**src/rtl/silo_pkg.sv**
```systemverilog
package silo_pkg;

  localparam int LINE_W  = 3;
  localparam int DATA_W  = 8;
  localparam int RD_W    = 16;
  localparam int CTRL_W  = 3;

  // Receive word layout (host software decodes these positions)
  localparam int VALID_BIT  = 15;
  localparam int OVR_BIT    = 14;
  localparam int FRAME_BIT  = 13;
  localparam int PARITY_BIT = 12;
  localparam int LINE_LSB   = 8;

  // Control word layout
  localparam int SCAN_BIT  = 0;
  localparam int IE_BIT    = 1;
  localparam int ALARM_BIT = 2;

  typedef struct packed {
    logic              ovr;
    logic              frame;
    logic              parity;
    logic [LINE_W-1:0] line;
    logic [DATA_W-1:0] data;
  } siloEntry_t;

  typedef struct packed {
    logic push;
    logic pop;
  } siloStrobes_t;

endpackage

```
**src/rtl/silo_dpath.sv**
```systemverilog
module silo_dpath
  import silo_pkg::*;
#(
  parameter int DEPTH = 64,
  localparam int PTR_W = $clog2(DEPTH),
  localparam int CNT_W = $clog2(DEPTH + 1)
) (
  input  logic             clk,
  input  logic             rst,
  input  siloStrobes_t     strb,
  input  siloEntry_t       wrEntry,
  output siloEntry_t       headEntry,
  output logic [CNT_W-1:0] count,
  output logic             empty,
  output logic             full
);

  siloEntry_t       mem [DEPTH];
  logic [PTR_W-1:0] wrPtr;
  logic [PTR_W-1:0] rdPtr;

  function automatic logic [PTR_W-1:0] bumpPtr(input logic [PTR_W-1:0] p);
    return (p == PTR_W'(DEPTH - 1)) ? '0 : p + 1'b1;
  endfunction

  always_ff @(posedge clk) begin
    if (strb.push) mem[wrPtr] <= wrEntry;
  end

  always_ff @(posedge clk) begin
    if (rst) begin
      wrPtr <= '0;
      rdPtr <= '0;
      count <= '0;
    end else begin
      if (strb.push) wrPtr <= bumpPtr(wrPtr);
      if (strb.pop)  rdPtr <= bumpPtr(rdPtr);
      case ({strb.push, strb.pop})
        2'b10:   count <= count + 1'b1;
        2'b01:   count <= count - 1'b1;
        default: count <= count;
      endcase
    end
  end

  assign empty     = (count == '0);
  assign full      = (count == CNT_W'(DEPTH));
  assign headEntry = mem[rdPtr];

  assert_no_overflow_R6: assert property (@(posedge clk) disable iff (rst)
    count <= CNT_W'(DEPTH));

  assert_push_room_R6: assert property (@(posedge clk) disable iff (rst)
    strb.push |-> !full);

  assert_pop_data_R5: assert property (@(posedge clk) disable iff (rst)
    strb.pop |-> !empty);

  assert_single_step_R5: assert property (@(posedge clk) disable iff (rst)
    (count == $past(count)) || (count == $past(count) + 1'b1) ||
    (count + 1'b1 == $past(count)));

endmodule

```
**src/rtl/silo_ctrl.sv**
```systemverilog
module silo_ctrl
  import silo_pkg::*;
#(
  parameter int DEPTH       = 64,
  parameter int ALARM_LEVEL = 16,
  localparam int CNT_W = $clog2(DEPTH + 1)
) (
  input  logic              clk,
  input  logic              rst,
  input  logic              lineValid,
  input  logic [LINE_W-1:0] lineNum,
  input  logic [DATA_W-1:0] lineData,
  input  logic              lineFrameErr,
  input  logic              lineParityErr,
  input  logic              lineBreak,
  input  logic              regSel,
  input  logic              regWrEn,
  input  logic [CTRL_W-1:0] regWrData,
  input  logic              regRdEn,
  input  siloEntry_t        headEntry,
  input  logic [CNT_W-1:0]  count,
  input  logic              empty,
  input  logic              full,
  output siloStrobes_t      strb,
  output siloEntry_t        wrEntry,
  output logic [RD_W-1:0]   regRdData,
  output logic              rxIrq
);

  logic [CTRL_W-1:0] ctrlBits;
  logic              pendingOvr;
  logic              scanEn;
  logic              irqEn;
  logic              alarmEn;
  logic              arrive;
  logic              dropChar;

  assign scanEn  = ctrlBits[SCAN_BIT];
  assign irqEn   = ctrlBits[IE_BIT];
  assign alarmEn = ctrlBits[ALARM_BIT];

  assign arrive   = lineValid && scanEn;
  assign dropChar = arrive && full;

  always_comb begin
    strb      = '0;
    strb.push = arrive && !full;
    strb.pop  = regRdEn && regSel && !empty;
  end

  always_comb begin
    wrEntry        = '0;
    wrEntry.ovr    = pendingOvr;
    wrEntry.frame  = lineFrameErr || lineBreak;
    wrEntry.parity = lineParityErr;
    wrEntry.line   = lineNum;
    wrEntry.data   = lineBreak ? '0 : lineData;
  end

  always_ff @(posedge clk) begin
    if (rst) begin
      ctrlBits   <= '0;
      pendingOvr <= 1'b0;
    end else begin
      if (regWrEn && !regSel) ctrlBits <= regWrData;
      if (dropChar)           pendingOvr <= 1'b1;
      else if (strb.push)     pendingOvr <= 1'b0;
    end
  end

  always_comb begin
    regRdData = '0;
    if (!regSel) begin
      regRdData[CTRL_W-1:0] = ctrlBits;
    end else if (!empty) begin
      regRdData[VALID_BIT]                 = 1'b1;
      regRdData[OVR_BIT]                   = headEntry.ovr;
      regRdData[FRAME_BIT]                 = headEntry.frame;
      regRdData[PARITY_BIT]                = headEntry.parity;
      regRdData[LINE_LSB +: LINE_W]        = headEntry.line;
      regRdData[DATA_W-1:0]                = headEntry.data;
    end
  end

  assign rxIrq = irqEn && (alarmEn ? (count >= CNT_W'(ALARM_LEVEL)) : !empty);

  assert_drop_marks_R6: assert property (@(posedge clk) disable iff (rst)
    (lineValid && scanEn && full) |=> pendingOvr);

  assert_scan_off_R7: assert property (@(posedge clk) disable iff (rst)
    (!scanEn && !regWrEn) |=> count <= $past(count));

  assert_irq_off_R8: assert property (@(posedge clk) disable iff (rst)
    empty |-> !rxIrq);

  assert_alarm_gate_R9: assert property (@(posedge clk) disable iff (rst)
    (alarmEn && count < CNT_W'(ALARM_LEVEL)) |-> !rxIrq);

endmodule

```
**src/rtl/mux_rx_silo.sv**
```systemverilog
module mux_rx_silo
  import silo_pkg::*;
#(
  parameter int DEPTH       = 64,
  parameter int ALARM_LEVEL = 16
) (
  input  logic              clk,
  input  logic              rst,
  input  logic              lineValid,
  input  logic [LINE_W-1:0] lineNum,
  input  logic [DATA_W-1:0] lineData,
  input  logic              lineFrameErr,
  input  logic              lineParityErr,
  input  logic              lineBreak,
  input  logic              regSel,
  input  logic              regWrEn,
  input  logic [CTRL_W-1:0] regWrData,
  input  logic              regRdEn,
  output logic [RD_W-1:0]   regRdData,
  output logic              rxIrq
);

  localparam int CNT_W = $clog2(DEPTH + 1);

  siloStrobes_t     strb;
  siloEntry_t       wrEntry;
  siloEntry_t       headEntry;
  logic [CNT_W-1:0] count;
  logic             empty;
  logic             full;

  silo_ctrl #(.DEPTH(DEPTH), .ALARM_LEVEL(ALARM_LEVEL)) u_ctrl (
    .clk(clk), .rst(rst),
    .lineValid(lineValid), .lineNum(lineNum), .lineData(lineData),
    .lineFrameErr(lineFrameErr), .lineParityErr(lineParityErr),
    .lineBreak(lineBreak),
    .regSel(regSel), .regWrEn(regWrEn), .regWrData(regWrData),
    .regRdEn(regRdEn),
    .headEntry(headEntry), .count(count), .empty(empty), .full(full),
    .strb(strb), .wrEntry(wrEntry), .regRdData(regRdData), .rxIrq(rxIrq)
  );

  silo_dpath #(.DEPTH(DEPTH)) u_dpath (
    .clk(clk), .rst(rst),
    .strb(strb), .wrEntry(wrEntry), .headEntry(headEntry),
    .count(count), .empty(empty), .full(full)
  );

endmodule

```
**config.mk**
```make
export PLATFORM = sky130hd
export DESIGN_NAME = mux_rx_silo
export DESIGN_NICKNAME = d
export VERILOG_FILES = /design/src/rtl/silo_pkg.sv /design/src/rtl/silo_dpath.sv /design/src/rtl/silo_ctrl.sv /design/src/rtl/mux_rx_silo.sv
export SDC_FILE = /design/constraint.sdc
export NUM_CORES = 1
export LEC_CHECK = 0
export ABC_AREA = 1
export CAP_MARGIN = 0
export CORE_ASPECT_RATIO = 1.25
export CORE_MARGIN = 3
export CORE_UTILIZATION = 41
export CTS_BUF_LIST = sky130_fd_sc_hd__clkbuf_4
export DETAILED_ROUTE_END_ITERATION = 10
export DONT_BUFFER_PORTS = 1
export GPL_ROUTABILITY_DRIVEN = 0
export PLACE_DENSITY_LB_ADDON = 0.3
export SYNTH_ARGS = -nofsm -noshare
export SYNTH_HDL_FRONTEND = slang
export SYNTH_SLANG_ARGS = --single-unit
```
**constraint.sdc**
```tcl
create_clock -name clk -period 6.5 [get_ports clk]
set_clock_uncertainty 0.15 [all_clocks]
set_input_delay 1.625 -clock clk [delete_from_list [all_inputs] [get_ports clk]]
set_output_delay 1.625 -clock clk [all_outputs]
set_load 0.03 [all_outputs]
```
### Word-level counts from Yosys, hierarchy flattened

Memories as Yosys holds them, arrays and structs flattened. A register that Yosys moved wholly into a read port is not among the register bits.
Index checks and enable logic that the tools add are counted.

| operators by class | value |
|---|---|
| mux-type cells | 16 |
| equality and inequality tests | 5 |
| add/subtract/negate cells | 4 |
| $lt $le $gt $ge | 1 |
| reduce and logical (&&, ||, !) cells | 14 |

Operators with widths:

| kind | count |
|---|---|
| 2-to-1 mux 6 bit | 4 |
| 2-to-1 mux 8 bit | 2 |
| one-hot mux 7 bit (2 select lines) | 1 |
| adder 6 x 1 -> 6 bit, second input constant | 2 |
| == test 6 bit, second input constant | 2 |
| 2-to-1 mux 11 bit | 1 |
| 2-to-1 mux 4 bit | 2 |
| adder 7 x 1 -> 7 bit, second input constant | 1 |
| == test 7 bit, second input constant | 1 |
| greater-or-equal comparator 7 x 5 -> 1 bit, second input constant | 1 |
| logical AND 1 bit | 7 |
| zero test 7 bit | 1 |
| subtractor 7 x 1 -> 7 bit, second input constant | 1 |
| 2-to-1 mux 1 bit | 5 |
| nonzero test 2 bit | 2 |
| zero test 1 bit | 3 |
| 2-to-1 mux 3 bit | 1 |
| == test 2 x 1 -> 1 bit, second input constant | 1 |
| == test 2 bit, second input constant | 1 |
| logical OR 1 bit | 1 |

| word-level totals | value |
|---|---|
| bits in registers | 23 |
| bits in writable memories | 896 |
| memories | 1 |
| output and inout port bits | 17 |
| input port bits | 23 |
| logic and storage cells | 46 |

Memory list:

| name | words | width | read ports | clocked after Yosys merged registers in | write ports | line | text |
|---|---|---|---|---|---|---|---|
| u_dpath.mem | 64 | 14 | 1 | 1 | 1 | silo_dpath.sv:18 | `siloEntry_t mem [DEPTH];` |

### Longest topological paths before layout

Gate-level depths: netlist (run 1).

| depth | value |
|---|---|
| depth after elaboration | 5 |
| mapped depth | 17 |
| gate-level depth less buffers | 16 |

### Modules after synthesis

Synthesis (run 1) repeated with hierarchy kept, for this count alone.

| unflattened totals | value |
|---|---|
| cells, all modules | 3357 |
| area total of the unflattened synthesis | 38368.0 um2 |

Modules (own cells, without submodules):

| module | area an instance (um2) | cells an instance | sequential area each (um2) | times used |
|---|---|---|---|---|
| silo_dpath | 37891.3 | 3259 | 27406.3 | 1 |
| silo_ctrl | 476.7 | 98 | 80.1 | 1 |

### Worst setup path after synthesis (run 1)

Ideal clock, no wire load.

| timing path | value |
|---|---|
| path kind | input to output |
| start | input regSel |
| end | output regRdData[12] |
| setup slack | 1670 ps |
| arrival time | 3055 ps |
| required time | 4725 ps |
| buffers on the path | 1 |
| stages | 5 |
| cell sequence | inv_1 nor2_1 inv_1 clkbuf_1 a21oi_1 |

| on the way | value |
|---|---|
| word-level cells in the longest chain between the ends | 1 |

RTL lines:

| element | line | text |
|---|---|---|
| start, declared | mux_rx_silo.sv:15 | `input logic regSel,` |
| 2-to-1 mux 4 bit | silo_ctrl.sv:73 | `if (!regSel) begin` |
| end, declared | mux_rx_silo.sv:19 | `output logic [RD_W-1:0] regRdData,` |

Every way passes these cells.

==> results.md, run 1 <==
- Post-synth top area cell: edfxtp_1
- Hold Crit Class: reg2reg
- Vias in the first global route: 23822
- Root Driver: clkbuf_4
- Final worst path period share: 94.2%
- Post-synth EDFFs: 896
- Max transition margin: 21.8%
- Most numerous cell in the Yosys netlist: edfxtp_1
- Synth Flop Type: edfxtp_1
- H-tree depth: 4
- Resized Gates After CTS: 0
- Post-Synth Simple-Gate Area: 13.8%
- CORE AREA: 90200 µm²
- Critical-path maximum fanout: 130
- Top cells by area, synth: edfxtp_1, nor2_1, nand3_1
- Mux cell area share after synthesis: 0%
- Total GRT Usage: 20.6%
- Design Area, Final: slightly above 40000 µm²
- Max-cap violations: 0
- Via count: 24565
- RSZ-0062 raised after global routing: no
- Avg Inst Size Synth: 12.5 µm²
- Clock net sink count: about 900
- Leakage power: 14.0 nW
- Die W: about 280 µm
- Routed WL: just under 100000 µm
- Synth cell count leaders: edfxtp_1, nor2_1, nand2_1
- Final nets: between 3000 and 4000
- Area Overhead vs Synth: 10.8%
- Fin crit period: 6.12 ns
- Register area share after synthesis: about 74%
- Cell Pwr Density: 310 nW/µm²
- Post-CTS Setup Bufs: 0
- Worst Max-Slew Pin Slew: approximately 1.2 ns
- Max Fclk: 0.163 GHz
- XOR/XNOR Fraction of Synth Area: 0.211%
- Drt initial violations: 2511
- Final hold viol count: 0
- Ys async rst share: 0%
- Clock Latency Late Sink: between 1 and 1.5 ns
- Die H: 344 µm
- DPL Wire Length: 52500 µm
- Total global routing overflow: 0
- CTS tree: built
- Mapped Nets: 3025
- Reg clk slew, reported paths: 0.06 ns
- Worst path required time: roughly 4.7 ns
- Layout cell share with drive strength beyond 1: 14.1%
- Filler Cells Inserted: roughly 8200
- Via/cell ratio: 5.52
- Initial antenna violation count: 4
- TritonCTS Buffers: 204
- Num rows: 123
- Peak supply drop: 0.245 mV
- Distinct cells, synth: 34
- Largest net degree at the start of global routing: 203
- Drt drc: 0
- I/O pins: 40
- Synth Warn #: 0
- Die ar.: 94900 µm²
- Final Setup Violations: 0
- Hold-fix buffers, CTS: 0
- Clk buf depth: 3
- Synth top area share: 72.0%
- DP Area: 38700 µm²
- Initial core utilization: about two fifths
- Yosys reg bits: 925
- Wirelength per Cell: 22.3 µm
- Core Util, Final: a little under half
- Kind of critical path: reg2out
- Final setup TNS: 0 ns
- Arrival time worst endpoint: between 4 and 5 ns
- Outcome: finished clean
- Adder-Cell Fraction of Synth Area: 0.134%
- Synthesized area: between 30000 and 40000 µm²
- First-pass DRT Iterations: 6
- Main combinational cell family by area after synthesis: simple AND/OR/NAND/NOR gates
- Synth Area in Compound Gates: 8.86%
- Startpoint Class: flop
- Kind of end point of the critical path: output port
- Mapped Cells: 2998
- First-pass GRT wire length: 148000 µm
- Antenna Violating Nets Remaining: 0
- Final Slew Violations: 0
- # port buffers: 0
[through the flow]
| step | std cells | hold slack (ns) | worst slack (ns) | power (W) |
|---|---|---|---|---|
| 6_report | 4452 | 0.330 | 0.379 | 0.0129 |
| 5_1_grt | 4451 | 0.361 | 0.116 | 0.0134 |
| 4_1_cts | 4449 | 0.327 | 0.196 | 0.0130 |
| 3_5_place_dp | 4082 | 0.315 | 1.39 | 0.00842 |
| 3_3_place_gp | 4082 | 0.309 | 1.37 | 0.00840 |
| 2_1_floorplan | 2998 | 0.291 | 1.67 | 0.00795 |
[power breakdown]
group,internal (W),leakage [nW],switching [W]
Sequential,0.00655,8.37,0.0000453
Combinational,0.000468,4.02,0.00124
Clock,0.00237,1.60,0.00218
Total,0.00939,14.0,0.00346
[cells by family after synthesis]
kind of cell    count (synthesis)
simple gates                 1246
other cells                     1
flops                         925
buf+inv                       249
compound gates                564
fa+ha+maj                       4
xor+xnor                        9
[layout by cell type, fill, tap and decap left out, drive strengths merged, types with 3 or more instances in the layout]
master	synthesis	routed
dfxtp	29	29
nor3b	3	3
o21ai	342	342
nor3	6	6
buf	116	96
o211ai	101	101
nand3	338	338
nand2	355	355
bufinv	0	6
o221ai	55	55
nor2	537	537
ha	4	4
diode	0	3
clkinv	2	57
xor2	8	8
edfxtp	896	896
inv	48	50
o31ai	11	11
nand4	5	5
clkbuf	83	303
a21oi	54	54
[state kept, by name (all words and copies together), names as in the netlist, named ones only]
| register | flops |
|---|---|
| u_ctrl.pendingOvr | 1 |
| u_dpath.count | 7 |
| u_dpath.rdPtr | 6 |
| u_dpath.mem | 896 |
| u_dpath.wrPtr | 6 |
| u_ctrl.ctrlBits | 3 |
[critical path, stage by stage (launching register included)]
cell      delay, ns
dfxtp_4        0.82
clkinv_8       0.23
buf_12         0.31
nor2_1         0.15
nor2_1         0.06
o31ai_1        0.67
nand3_1        0.28
nand3_1        0.33
a21oi_1        0.19
buf_4          0.21
[area by class of cell]
cell class / instances / area (µm²) / share of cell area [%]
inverter: 50 / 210 / 0.507
timing repair buffer: 96 / 833 / 2.01
clock inverter: 64 / 422 / 1.02
multi-input combinational: 1824 / 8710 / 21.0
clock buffer: 303 / 2270 / 5.49
tap: 1187 / 1490 / 3.58
antenna: 3 / 7.51 / 0.0181
sequential: 925 / 27500 / 66.4
[final timing paths]
| path | startpoint | to | slack [ns] | cells after the start |
|---|---|---|---|---|
| max | flop | regRdData[5] | 0.38 | 9 |
| min | u_ctrl.ctrlBits[1]$_SDFFE_PP0P_ | u_ctrl.ctrlBits[1]$_SDFFE_PP0P_ | 0.33 | 2 |
| max reg2reg | u_dpath.count[4]$_SDFFE_PP0P_ | u_dpath.mem[32][4]$_DFFE_PP_ | 2.68 | 7 |
| min reg2reg | u_ctrl.ctrlBits[1]$_SDFFE_PP0P_ | u_ctrl.ctrlBits[1]$_SDFFE_PP0P_ | 0.33 | 2 |
[metal layers]
| metal | GRT usage, % | vias up | wire length (µm) |
|---|---|---|---|
| li1 | - | 11272 | - |
| met5 | 0 | - | 0 |
| met4 | 8.86 | 0 | 3400 |
| met2 | 34.0 | 1003 | 48200 |
| met3 | 3.86 | 203 | 6790 |
| met1 | 26.8 | 12087 | 40900 |
No activity file was read; power rests on OpenSTA's default activity.
==> inputs of run 2 (changes only) <==
--- a/config.mk
+++ b/config.mk
@@ -11,9 +11,11 @@
 export CORE_MARGIN = 3
 export CORE_UTILIZATION = 41
 export CTS_BUF_LIST = sky130_fd_sc_hd__clkbuf_4
+export CTS_CLUSTER_SIZE = 14
 export DETAILED_ROUTE_END_ITERATION = 10
 export DONT_BUFFER_PORTS = 1
 export GPL_ROUTABILITY_DRIVEN = 0
+export MAX_ROUTING_LAYER = met4
 export PLACE_DENSITY_LB_ADDON = 0.3
 export SYNTH_ARGS = -nofsm -noshare
 export SYNTH_HDL_FRONTEND = slang
==> run 2 against run 1 <==
  * Critical path depth is the same
  * Sequential power is essentially flat
  * Total power is essentially flat
  * Worst setup slack gained 0.016 ns
  * Maximum frequency grew 0.26%
  * Largest cell class unchanged
  * First-iteration DRC count grew 1.5%
  * Cell count is the same
  * Highest routed layer unchanged
  * Sequential cell count is the same
  * Count of clock-buffer cells in the layout shrank 1
  * Largest power group unchanged
==> results.md, run 2 (synthesis results as in run 1) <==
- Filler Cells Inserted: 8236 (was 8241)
- Placed Cells: 4082 (unchanged)
- Layout cell share with drive strength beyond 1: 14.1% (about the same)
- Vias in the first global route: 23778 (was 23822)
- First-pass DRT Iterations: 5 (was 6)
- Final setup TNS: 0 ns (unchanged)
- Reg2Reg Setup Slack: 2.66 ns (was 2.68 ns)
- Worst Max-Slew Pin Slew: 1.16 ns (was 1.17 ns)
- Design Area, Final: 41400 µm² (about the same)
- Hold Path Depth: 2 (unchanged)
- Num rows: 123 (unchanged)
- Total global routing overflow: 0 (unchanged)
- Via count: 24615 (was 24565)
- Max Fclk: 0.164 GHz (was 0.163 GHz)
- Die ar.: 94900 µm² (unchanged)
- # port buffers: 0 (unchanged)
- Root Driver: clkbuf_4 (unchanged)
- Worst path cell trace: clkinv_8 > buf_12 > nor2_1 > nor2_1 > o31ai_1 > nand3_1 > nand3_1 > a21oi_1 > buf_4 (unchanged)
- Post-route insts no fill: 4452 (unchanged)
- Kind of end point of the critical path: output port (unchanged)
- I/O pins: 40 (unchanged)
- Initial antenna violation count: 4 (unchanged)
- TritonCTS Buffers: 204 (unchanged)
- Post-CTS Setup Bufs: 0 (unchanged)
- Leakage power: 14.0 nW (about the same)
- CTS tree: built (unchanged)
- Total GRT Usage: 21.3% (was 20.6%)
- Final worst path period share: 93.9% (was 94.2%)
- Max-cap violations: 0 (unchanged)
- Worst path required time: 4.72 ns (about the same)
- Largest net degree at the start of global routing: 203 (unchanged)
- First-pass GRT wire length: 148000 µm (about the same)
- Clock Latency Late Sink: 1.04 ns (was 1.05 ns)
- Initial core utilization: 41.5% (unchanged)
- Resized Gates After CTS: 0 (unchanged)
- Outcome: finished clean (unchanged)
- Max transition margin: 22.7% (was 21.8%)
- Antenna Violating Nets Remaining: 0 (unchanged)
- H-tree depth: 4 (unchanged)
- Worst Path Buf+Inv: 3 (unchanged)
- Drt initial violations: 2548 (was 2511)
- Max FFs per register: 896 (unchanged)
- CP peak stage delay: 0.82 ns (about the same)
- Worst path depth: 9 (unchanged)
- DP Area: 38700 µm² (unchanged)
- Reg clk slew, reported paths: 0.07 ns (was 0.06 ns)
- Hold-fix buffers, CTS: 0 (unchanged)
- Routed WL: 99300 µm (was 99200 µm)
- Cell Pwr Density: 310 nW/µm² (about the same)
- Final hold viol count: 0 (unchanged)
- Largest regs: u_dpath.mem: 896 flops, u_dpath.count: 7 flops (unchanged)
- Critical path's top delay family: compound AO/OA/AOI/OAI gates (unchanged)
- Die W: 276 µm (unchanged)
- Clk buf depth: 3 (unchanged)
- Largest register by flop count: u_dpath.mem (unchanged)
- Critical-path maximum fanout: 130 (unchanged)
- Clock net sink count: 925 (unchanged)
- Hold Crit Class: reg2reg (unchanged)
- Final Setup Violations: 0 (unchanged)
- Fin crit period: 6.11 ns (was 6.12 ns)
- CORE AREA: 90200 µm² (unchanged)
- Most common cell after layout, fill and taps aside: edfxtp_1 (unchanged)
- Final nets: 3128 (unchanged)
- Final Slew Violations: 0 (unchanged)
- Startpoint Class: flop (unchanged)
- RSZ-0062 raised after global routing: no (unchanged)
- Reg2reg path depth: 7 (unchanged)
- Wirelength per Cell: 22.3 µm (about the same)
- Area Overhead vs Synth: 10.8% (about the same)
- Kind of critical path: reg2out (unchanged)
- Arrival time worst endpoint: 4.33 ns (was 4.35 ns)
- Peak supply drop: 0.245 mV (about the same)
- CP max stage cell: dfxtp_4 (unchanged)
- DPL Wire Length: 52500 µm (unchanged)
- Die H: 344 µm (unchanged)
- Drt drc: 0 (unchanged)
- Most frequent cells in the layout: edfxtp_1, nor2_1, nand2_1 (unchanged)
- Via/cell ratio: 5.53 (was 5.52)
## run 2: cell types whose count changed in the layout (fill, tap and decap cells not counted), sizes merged
cell,change
clkbuf,-1
clkinv,+1
## run 2: worst min-delay path: cells and delay by family, from the launching register on
kind | cells | cell delay [ns]
DFF | 1 | 0.31
buffers and inverters | 1 | 0.06
AOI/OAI and AO/OA | 1 | 0.05
## run 2: final cells by class
class,count,area [µm²],share of cell area (%)
repair buffers,96,833,2.01
clock inverters,65,425,1.03
clock buffers,302,2270,5.47
inverters,50,210,0.507
well taps,1187,1490,3.58
diodes,3,7.51,0.0181
flip-flops and latches,925,27500,66.4
multi-input cells,1824,8710,21.0
## run 2: path summary, 6_finish.rpt
check	from	endpoint
min reg2reg	u_ctrl.ctrlBits[1]$_SDFFE_PP0P_	u_ctrl.ctrlBits[1]$_SDFFE_PP0P_
max	flop	regRdData[5]
min	u_ctrl.ctrlBits[1]$_SDFFE_PP0P_	u_ctrl.ctrlBits[1]$_SDFFE_PP0P_
max reg2reg	u_dpath.count[4]$_SDFFE_PP0P_	u_dpath.mem[32][4]$_DFFE_PP_
## run 2: power by group
part / internal, W / switching (W) / total (W)
Combinational: 0.000468 / 0.00123 / 0.00170
Clock: 0.00236 / 0.00218 / 0.00455
Sequential: 0.00655 / 0.0000452 / 0.00660
## run 2: stage by stage
stage | power (W) | utilization, % | hold slack (ns) | setup slack [ns]
4_1_cts | 0.0129 | 45.9 | 0.327 | 0.196
6_report | 0.0128 | 45.9 | 0.325 | 0.394
5_1_grt | 0.0134 | 45.9 | 0.361 | 0.123
3_3_place_gp | 0.00840 | 43.0 | 0.309 | 1.37
2_1_floorplan | 0.00795 | - | 0.291 | 1.67
3_5_place_dp | 0.00842 | 43.0 | 0.315 | 1.39
## run 2: layer usage
metal | wire length, µm | GRT usage (%) | up-vias
li1 | - | - | 11279
met1 | 40500 | 26.8 | 12077
met2 | 48300 | 34.0 | 1033
met3 | 6960 | 3.79 | 226
met4 | 3590 | 9.06 | 0
met5 | 0 | - | -
==> inputs of run 3 (changes only) <==
--- a/config.mk
+++ b/config.mk
@@ -16,7 +16,6 @@
 export DONT_BUFFER_PORTS = 1
 export GPL_ROUTABILITY_DRIVEN = 0
 export MAX_ROUTING_LAYER = met4
-export PLACE_DENSITY_LB_ADDON = 0.3
 export SYNTH_ARGS = -nofsm -noshare
 export SYNTH_HDL_FRONTEND = slang
 export SYNTH_SLANG_ARGS = --single-unit
==> run 3 against run 2 <==
  * Via count increased by 1.2%
  * Register-to-register slack gained 0.38 ns
  * Worst setup slack improved by 0.25 ns
  * Utilization is 0.086 points lower
  * First-iteration DRC count up 1.3%
  * Routed wire length increased by 2.2%
  * Cell count is 0.13% higher
  * Die area stayed put
  * Combinational power rose by 2%
  * Critical endpoint is now regRdData[0]
  * Largest cell class unchanged
  * Largest power group unchanged
==> results.md, run 3 (synthesis results as in run 1) <==
- Resized Gates After CTS: 0 (unchanged)
- Initial antenna violation count: 3 (was 4)
- Most frequent cells in the layout: edfxtp_1, nor2_1, nand2_1 (unchanged)
- Final Slew Violations: 0 (unchanged)
- Die H: 344 µm (unchanged)
- Drt initial violations: 2581 (was 2548)
- Most common cell after layout, fill and taps aside: edfxtp_1 (unchanged)
- TritonCTS Buffers: 205 (was 204)
- Final setup TNS: 0 ns (unchanged)
- Via count: 24920 (was 24615)
- Clock Latency Late Sink: 1.06 ns (was 1.04 ns)
- Hold-fix buffers, CTS: 0 (unchanged)
- Hold EP: u_dpath.rdPtr[2]$_SDFFE_PP0P_ (was u_ctrl.ctrlBits[1]$_SDFFE_PP0P_)
- Post-route insts no fill: 4458 (was 4452)
- I/O pins: 40 (unchanged)
- Worst Max-Slew Pin Slew: 1.16 ns (about the same)
- Critical-path maximum fanout: 115 (was 130)
- DPL Wire Length: 54700 µm (was 52500 µm)
- Reg clk slew, reported paths: 0.07 ns (about the same)
- FF-to-FF Start: u_dpath.count[1]$_SDFFE_PP0P_ (was u_dpath.count[4]$_SDFFE_PP0P_)
- Final Setup Violations: 0 (unchanged)
- Worst Path Buf+Inv: 2 (was 3)
- Largest regs: u_dpath.mem: 896 flops, u_dpath.count: 7 flops (unchanged)
- Reg2reg path depth: 7 (unchanged)
- Worst hold start: u_dpath.rdPtr[2]$_SDFFE_PP0P_ (was u_ctrl.ctrlBits[1]$_SDFFE_PP0P_)
- Max transition margin: 22.5% (was 22.7%)
- Vias in the first global route: 24171 (was 23778)
- Wirelength per Cell: 22.8 µm (was 22.3 µm)
- Startpoint Class: flop (unchanged)
- CP peak stage delay: 0.59 ns (was 0.82 ns)
- Outcome: finished clean (unchanged)
- CTS tree: built (unchanged)
- Arrival time worst endpoint: 4.08 ns (was 4.33 ns)
- Largest net degree at the start of global routing: 137 (was 203)
- Area Overhead vs Synth: 10.6% (was 10.8%)
- Total GRT Usage: 21.7% (was 21.3%)
- Fin crit period: 5.86 ns (was 6.11 ns)
- First-pass GRT wire length: 151000 µm (was 148000 µm)
- Placed Cells: 4080 (was 4082)
- Die ar.: 94900 µm² (unchanged)
- Kind of critical path: reg2out (unchanged)
- Overall power: 0.0127 W (was 0.0128 W)
- Reg2Reg Setup Slack: 3.04 ns (was 2.66 ns)
- RR Endpoint: u_dpath.mem[45][6]$_DFFE_PP_ (was u_dpath.mem[32][4]$_DFFE_PP_)
- Total global routing overflow: 0 (unchanged)
- CP max stage cell: buf_4 (was dfxtp_4)
- Critical path's top delay family: simple AND/OR/NAND/NOR gates (was compound AO/OA/AOI/OAI gates)
- Worst path cell trace: clkinv_8 > buf_4 > nand2_1 > nand3_1 > nand3_1 > nand2_1 > nand2_1 > nand3_1 > o21ai_1 > o21ai_1 > nand2_1 > nand2_1 (was clkinv_8 > buf_12 > nor2_1 > nor2_1 > o31ai_1 > nand3_1 > nand3_1 > a21oi_1 > buf_4)
- H-tree depth: 4 (unchanged)
- Root Driver: clkbuf_4 (unchanged)
- Peak supply drop: 0.225 mV (was 0.245 mV)
- Final hold viol count: 0 (unchanged)
- Post-CTS Setup Bufs: 0 (unchanged)
- Kind of end point of the critical path: output port (unchanged)
- Final nets: 3127 (was 3128)
- CORE AREA: 90200 µm² (unchanged)
- Hold Path Depth: 2 (unchanged)
- Via/cell ratio: 5.59 (was 5.53)
- First-pass DRT Iterations: 5 (unchanged)
- # port buffers: 0 (unchanged)
- Pre-CTS setup slack: 1.56 ns (was 1.39 ns)
- Max Fclk: 0.171 GHz (was 0.164 GHz)
- Antenna Violating Nets Remaining: 0 (unchanged)
- Final worst path period share: 90.1% (was 93.9%)
- Routed WL: 102000 µm (was 99300 µm)
- Num rows: 123 (unchanged)
- Cell Pwr Density: 308 nW/µm² (was 310 nW/µm²)
- Setup WS post-layout: 0.645 ns (was 0.394 ns)
- Most common cell on crit path: nand2_1
- Hold Slack: 0.339 ns (was 0.325 ns)
- Max-cap violations: 0 (unchanged)
- Initial core utilization: 41.5% (unchanged)
- Max FFs per register: 896 (unchanged)
- Drt drc: 0 (unchanged)
- RSZ-0062 raised after global routing: no (unchanged)
- Die W: 276 µm (unchanged)
- Hold Crit Class: reg2reg (unchanged)
- Leakage power: 13.9 nW (was 14.0 nW)
- Layout cell share with drive strength beyond 1: 14.4% (was 14.1%)
- Clk buf depth: 3 (unchanged)
- Worst path required time: 4.72 ns (about the same)
- Largest register by flop count: u_dpath.mem (unchanged)
- Clock net sink count: 925 (unchanged)
[run 3: changes by cell type in the layout (fill, tap and decap cells not counted), moves of 3 or more]
| cell | before | now |
|---|---|---|
| inv_2 | 5 | 8 |
| diode_2 | 3 | 9 |
| bufinv_16 | 6 | 2 |
| nor2_1 | 510 | 503 |
| clkbuf_4 | 302 | 306 |
| nor2_2 | 18 | 25 |
[run 3: power by group]
group / total, W / internal [W] / switching, W
combinational: 0.00174 / 0.000469 / 0.00127
sequential: 0.00658 / 0.00655 / 0.0000311
clock: 0.00442 / 0.00223 / 0.00219
[run 3: through the flow]
step,cell area [µm²],util [%]
finish,41400,45.9
global route,41300,45.9
CTS,41300,45.8
detailed placement,38700,42.9
global placement,38700,42.9
floorplan,37400,-
[run 3: worst min-delay path, stage by stage (launching register included)]
cell and delay, ns:
dfxtp_1 0.33, inv_1 0.07, a21oi_1 0.05
[run 3: metal layers]
layer	global-route usage, %	vias up	share of wire [%]
met4	8.57	0	3.2
met1	26.6	12289	40
met2	35.6	1125	50
met3	4.11	219	7.3
met5	-	-	0
li1	-	11287	-
[run 3: cell type report]
class / count / area (µm²)
fillers: 8250 / 48800
flip-flops and latches: 925 / 27500
multi-input cells: 1824 / 8740
clock buffers: 306 / 2300
well taps: 1187 / 1490
repair buffers: 94 / 793
clock inverters: 63 / 313
inverters: 50 / 210
diodes: 9 / 22.5
[run 3: worst max-delay path by stage]
stage	startpoint	endpoint	slack [ns]	cells past startpoint
4_1_cts	flop	regRdData[0]	0.58	12
3_3_place_gp	regSel	regRdData[6]	1.66	5
5_1_grt	flop	regRdData[0]	0.33	12
2_1_floorplan	regSel	regRdData[12]	1.67	5
3_5_place_dp	regSel	regRdData[6]	1.56	5
6_report	flop	regRdData[0]	0.64	12
